File: src/rtl/irq_ctrl_pkg.sv
// Package: shared widths, register offsets and the register-select type
// for the masked interrupt register block.
package irq_ctrl_pkg;
    localparam int DATA_W   = 32;
    localparam int ADDR_W   = 8;
    localparam int NUM_SRC  = 8;
    localparam int GATE_BIT = DATA_W - 1;

    localparam logic [ADDR_W-1:0] OFF_GATE   = ADDR_W'(8'h1C);
    localparam logic [ADDR_W-1:0] OFF_STATUS = ADDR_W'(8'h20);
    localparam logic [ADDR_W-1:0] OFF_ENABLE = ADDR_W'(8'h28);
    localparam logic [ADDR_W-1:0] OFF_KEYRST = ADDR_W'(8'h40);

    localparam logic [DATA_W-1:0] RESET_KEY = DATA_W'(32'h0000_000A);

    typedef enum logic [2:0] {
        SEL_NONE,
        SEL_GATE,
        SEL_STATUS,
        SEL_ENABLE,
        SEL_KEYRST
    } reg_sel_e;
endpackage

File: src/rtl/irq_addr_decode.sv
// Module: irq_addr_decode
// Maps a byte offset onto one of the block's registers.
// Assumes offsets are compared exactly; no aliasing of unused address bits.
module irq_addr_decode
    import irq_ctrl_pkg::*;
(
    input  logic [ADDR_W-1:0] addr,
    output reg_sel_e          sel
);
    // Purpose: exact-match decode of the four mapped offsets.
    always_comb begin
        unique case (addr)
            OFF_GATE:   sel = SEL_GATE;
            OFF_STATUS: sel = SEL_STATUS;
            OFF_ENABLE: sel = SEL_ENABLE;
            OFF_KEYRST: sel = SEL_KEYRST;
            default:    sel = SEL_NONE;
        endcase
    end
endmodule

File: src/rtl/irq_event_latch.sv
// Module: irq_event_latch
// Edge-detects each event line and holds a sticky status bit per line.
// Bits are cleared by a mask write, and a rising edge in the same cycle wins.
// A global clear (keyed reset) beats both.
// Assumes the event lines are synchronous to clk.
module irq_event_latch #(
    parameter int N = 8
) (
    input  logic         clk,
    input  logic         rst_n,
    input  logic [N-1:0] events,
    input  logic         clr_wr,
    input  logic [N-1:0] clr_mask,
    input  logic         clr_all,
    output logic [N-1:0] status
);
    logic [N-1:0] ev_prev;
    logic [N-1:0] rise;

    // Purpose: remember last sampled level of each event line.
    always_ff @(posedge clk) begin
        if (!rst_n) ev_prev <= '0;
        else        ev_prev <= events;
    end

    assign rise = events & ~ev_prev;

    for (genvar i = 0; i < N; i++) begin : g_bit
        // Purpose: sticky status bit with set-over-clear priority.
        always_ff @(posedge clk) begin
            if (!rst_n || clr_all)           status[i] <= 1'b0;
            else if (rise[i])                status[i] <= 1'b1;
            else if (clr_wr && clr_mask[i])  status[i] <= 1'b0;
        end
    end


    edge_sets_chk: assert property (@(posedge clk) disable iff (!rst_n)
        ((rise != '0) && !clr_all) |=> ((status & $past(rise)) == $past(rise)));

    clear_masked_chk: assert property (@(posedge clk) disable iff (!rst_n)
        (clr_wr && !clr_all) |=> ((status & $past(clr_mask & ~rise)) == '0));

    no_spurious_set_chk: assert property (@(posedge clk) disable iff (!rst_n)
        1'b1 |=> ((status & ~$past(status) & ~$past(rise)) == '0));
endmodule

File: src/rtl/irq_enable_regs.sv
// Module: irq_enable_regs
// Holds the per-source enable mask and the global gate bit.
// Both load on a write to their own offset and are cleared by the keyed reset.
module irq_enable_regs #(
    parameter int N = 8
) (
    input  logic         clk,
    input  logic         rst_n,
    input  logic         en_wr,
    input  logic [N-1:0] en_wdata,
    input  logic         gate_wr,
    input  logic         gate_wdata,
    input  logic         clr_all,
    output logic [N-1:0] enable,
    output logic         gate
);
    // Purpose: per-source enable register, stored exactly as written.
    always_ff @(posedge clk) begin
        if (!rst_n || clr_all) enable <= '0;
        else if (en_wr)        enable <= en_wdata;
    end

    // Purpose: single global gate bit.
    always_ff @(posedge clk) begin
        if (!rst_n || clr_all) gate <= 1'b0;
        else if (gate_wr)      gate <= gate_wdata;
    end


    enable_readback_chk: assert property (@(posedge clk) disable iff (!rst_n)
        (en_wr && !clr_all) |=> (enable == $past(en_wdata)));

    gate_hold_chk: assert property (@(posedge clk) disable iff (!rst_n)
        (!gate_wr && !clr_all) |=> $stable(gate));
endmodule

File: src/rtl/irq_sw_reset.sv
// Module: irq_sw_reset
// Compares a write to the reset offset against the key.
// On a match it emits a one-cycle registered pulse.
// Assumes the key is compared over the full data word.
module irq_sw_reset
    import irq_ctrl_pkg::*;
(
    input  logic              clk,
    input  logic              rst_n,
    input  logic              key_wr,
    input  logic [DATA_W-1:0] key_wdata,
    output logic              key_hit,
    output logic              pulse
);
    assign key_hit = key_wr && (key_wdata == RESET_KEY);

    // Purpose: register the key match into the outgoing reset pulse.
    always_ff @(posedge clk) begin
        if (!rst_n) pulse <= 1'b0;
        else        pulse <= key_hit;
    end


    pulse_cause_chk: assert property (@(posedge clk) disable iff (!rst_n)
        pulse |-> $past(key_hit));

    bad_key_quiet_chk: assert property (@(posedge clk) disable iff (!rst_n)
        (key_wr && (key_wdata != RESET_KEY)) |=> !pulse);
endmodule

File: src/rtl/irq_ctrl_unit.sv
// Module: irq_ctrl_unit (top)
// Interrupt register window with these parts:
//   - sticky event status with write-1-to-clear,
//   - per-source enable and a global gate,
//   - a keyed one-cycle core reset.
// Reads are combinational. Assumes one access per cycle.
module irq_ctrl_unit
    import irq_ctrl_pkg::*;
(
    input  logic               clk,
    input  logic               rst_n,
    input  logic [NUM_SRC-1:0] events,
    input  logic [ADDR_W-1:0]  reg_addr,
    input  logic               reg_wr,
    input  logic [DATA_W-1:0]  reg_wdata,
    output logic [DATA_W-1:0]  reg_rdata,
    output logic               irq,
    output logic               core_rst
);
    reg_sel_e           sel;
    logic [NUM_SRC-1:0] status;
    logic [NUM_SRC-1:0] enable;
    logic               gate;
    logic               key_hit;

    irq_addr_decode u_dec (
        .addr (reg_addr),
        .sel  (sel)
    );

    irq_sw_reset u_key (
        .clk       (clk),
        .rst_n     (rst_n),
        .key_wr    (reg_wr && (sel == SEL_KEYRST)),
        .key_wdata (reg_wdata),
        .key_hit   (key_hit),
        .pulse     (core_rst)
    );

    irq_event_latch #(.N(NUM_SRC)) u_stat (
        .clk      (clk),
        .rst_n    (rst_n),
        .events   (events),
        .clr_wr   (reg_wr && (sel == SEL_STATUS)),
        .clr_mask (reg_wdata[NUM_SRC-1:0]),
        .clr_all  (key_hit),
        .status   (status)
    );

    irq_enable_regs #(.N(NUM_SRC)) u_en (
        .clk        (clk),
        .rst_n      (rst_n),
        .en_wr      (reg_wr && (sel == SEL_ENABLE)),
        .en_wdata   (reg_wdata[NUM_SRC-1:0]),
        .gate_wr    (reg_wr && (sel == SEL_GATE)),
        .gate_wdata (reg_wdata[GATE_BIT]),
        .clr_all    (key_hit),
        .enable     (enable),
        .gate       (gate)
    );

    // Purpose: request when gated on and any enabled source is pending.
    always_comb irq = gate && ((status & enable) != '0);

    // Purpose: read-data multiplexer over the mapped registers.
    always_comb begin
        reg_rdata = '0;
        unique case (sel)
            SEL_GATE:   reg_rdata[GATE_BIT] = gate;
            SEL_STATUS: reg_rdata[NUM_SRC-1:0] = status;
            SEL_ENABLE: reg_rdata[NUM_SRC-1:0] = enable;
            default:    reg_rdata = '0;
        endcase
    end


    gate_off_quiet_chk: assert property (@(posedge clk) disable iff (!rst_n)
        !gate |-> !irq);

    key_clears_all_chk: assert property (@(posedge clk) disable iff (!rst_n)
        core_rst |-> (status == '0 && enable == '0 && !gate));
endmodule

File: config.mk
export PLATFORM = sky130hd
export DESIGN_NAME = irq_ctrl_unit
export DESIGN_NICKNAME = d
export VERILOG_FILES = /design/src/rtl/irq_ctrl_pkg.sv /design/src/rtl/irq_addr_decode.sv /design/src/rtl/irq_event_latch.sv /design/src/rtl/irq_enable_regs.sv /design/src/rtl/irq_sw_reset.sv /design/src/rtl/irq_ctrl_unit.sv
export SDC_FILE = /design/constraint.sdc
export NUM_CORES = 1
export LEC_CHECK = 0
export ABC_AREA = 1
export BUFFER_PORTS_ARGS = -buffer_cell sky130_fd_sc_hd__buf_4
export CORE_MARGIN = 2
export CORE_UTILIZATION = 35
export CTS_CLUSTER_DIAMETER = 60
export DETAILED_ROUTE_END_ITERATION = 7
export GPL_TIMING_DRIVEN = 1
export SLEW_MARGIN = 5
export SYNTH_ARGS = -nofsm -noshare
export SYNTH_HDL_FRONTEND = slang
export SYNTH_SLANG_ARGS = --single-unit
export TNS_END_PERCENT = 30
File: constraint.sdc
create_clock -name clk -period 1.4 [get_ports clk]
set_clock_uncertainty 0.15 [all_clocks]
set_input_delay 0.21 -clock clk [delete_from_list [all_inputs] [get_ports clk]]
set_output_delay 0.21 -clock clk [all_outputs]
set_load 0.005 [all_outputs]
==> reports/metrics.yaml <==
outcome: "complete, but fails checks"
violations: "setup timing"
multiInputGateArea_um2: 920
r2r_cells: 4
ir_drop_v: 0.000316
period_minus_slack_ns: 1.54
n_antenna_cell: 0
hold_path.class: "input port to flop"
finalHoldViolCount: 0
netlist_top_cells_area: "dfxtp_1, inv_1, buf_4"
dp_hpwl_um: 3280
avgSynthCellArea_um2: 6.46
yosysWarnings: 0
dp_slack_ns: -0.141
viasPerCell: 4.05
synth.lib_cells_used.distinct: 25
numCtsBuffers: 3
io_pins: 85
cap_viol_max_count: 0
area_growth_pct: 45.9
ys_seq_area_share_pct: 29.9
instances_no_fill: 423
drc: 0
fin_util_pct: 53.3
regArea_um2: 529
finalSetupViolations: 10
fill_cells: 476
holdPathStages: 3
avgRoutedWirePerCell_um: 9.61
synth_cells: 269
coreArea_mm2: 0.00475
final_area_mm2: 0.00253
antenna_found_initial: 0
drt-initial-drc-count: 47
grt_pass1_wl_um: 6580
r2r_slack_ns: 0.53
synth_top_area_share_pct: 29.9
crit_path_start_kind: "flop"
max_freq_mhz: 648
rsz0062_at_grt: "true"
die_area_mm2: 0.00555
grt.total_usage_pct: 15.3
num_vias: 1712
clockBufferDepth: 2
drive_gt1_share_pct: 39.6
initial_core_util_pct: 36.6
first_pass_iters: 4
die_w_um: 74.5
cts.sinks: 26
fp-row-count: 25
endpoint_kind: "output port"
clkLatencyLatePin_ns: 0.27
place_area_mm2: 0.00228
grt_max_degree: 18
finalWeightedCongestion: 0.874
leakagePower_nw: 1.32
worst_slack_ns: -0.142
grt_pass1_vias: 1532
synth_seq_cells: 26
worstPathArrival_ns: 1.18
final.period_utilization_pct: 110
crit_type: "flop to output port"
synth_largest_area_cell: "dfxtp_1"
clk_pin_slew_worst_paths_ns: 0.09
antenna_left: 0
power.density_mw_per_mm2: 634
nets: 408
die_h_um: 74.5
critPathMaxFanout: 3
synth_area_mm2: 0.00174
grt-ovfl-total: 0
tritoncts: "yes"
io_buffers: 61
hold_ws_ns: 0.0773
cts_root_buf: "clkbuf_8"
wl_um: 4070
required_ns: 1.04
drv_slew: 0
dpl.cell_count: 408
h-tree-depth: 1
==> final cells by class <==
cell class / instances / share of cell area [%]
clock buffers: 4 / 2.17
inverters: 65 / 9.62
multi-input cells: 172 / 36.3
flip-flops and latches: 26 / 20.9
well taps: 67 / 3.31
repair buffers: 89 / 27.7
==> where the power goes <==
part / internal, mW / switching (mW)
registers: 0.771 / 0.0170
logic: 0.176 / 0.152
clock network: 0.252 / 0.238
==> state kept, by name, summed over array words and instances, names as in the netlist <==
register	count
u_en.gate	1
u_stat.status	8
u_en.enable	8
u_stat.ev_prev	8
u_key.pulse	1
==> metal layers <==
layer	global-route usage (%)	vias to the layer above	part of all wire, %
met4	4.37	0	1.2
met5	0	-	0
met3	2.30	6	5.0
met1	19.1	734	45
li1	-	920	-
met2	27.1	52	48
==> synthesized netlist by cell type, drive strengths merged <==
cell type and instances:
inv 65, nor2 52, nand2 49, buf 26
dfxtp 26, nand3 18, a21oi 10, o21ai 9
o22ai 6, a22o 2, and2 2, clkbuf 2
conb 1, nor3 1
==> per-stage QoR <==
stage | power [mW] | setup TNS (ns)
after detailed placement | 1.10 | -2.04
after global placement | 1.09 | -1.47
after global routing | 1.70 | -0.973
after floorplan | 0.977 | 0
final | 1.61 | -0.384
after CTS | 1.60 | -0.298
==> critical path, stage by stage, from the launching register on <==
cell and delay [ns]:
dfxtp_1 0.35, a22o_1 0.21, nor2_1 0.12, a21oi_1 0.09, buf_4 0.14
==> cells in the final DEF (no fill, tap or decap), types with 10 or more instances in the layout <==
| cell | count |
|---|---|
| buf_4 | 77 |
| nand3_1 | 16 |
| conb_1 | 23 |
| nor2_2 | 10 |
| a21oi_1 | 10 |
| nand2_1 | 39 |
| dfxtp_1 | 19 |
| inv_1 | 57 |
| nor2_1 | 37 |
==> logic make-up (layout without fill, tap and decap cells) <==
| logic type | Yosys count | count (layout) | synth area share [%] |
|---|---|---|---|
| AOI/OAI and AO/OA | 27 | 27 | 10.4 |
| buffers and inverters | 93 | 158 | 26.3 |
| DFF | 26 | 26 | 29.9 |
| other | 1 | 23 | 0.216 |
| and+or+nand+nor | 122 | 122 | 33.1 |
==> final timing paths <==
check                   start                 to
min                     rst_n  u_stat.ev_prev[5]
max          u_stat.status[2]                irq
min reg2reg  u_stat.status[1]   u_stat.status[1]
max reg2reg    u_en.enable[3]     u_en.enable[3]
==> what timing repair did <==
| item | in CTS | in global routing |
|---|---|---|
| setup endpoints to repair | 9 | 10 |
| hold buffers | 8 | 0 |
| gates resized for setup | 20 | 13 |
| setup buffers | 0 | 3 |
| endpoints found under the hold margin | 8 | 0 |
| pin swaps | 7 | 8 |
(Power assumes the default switching activity.)
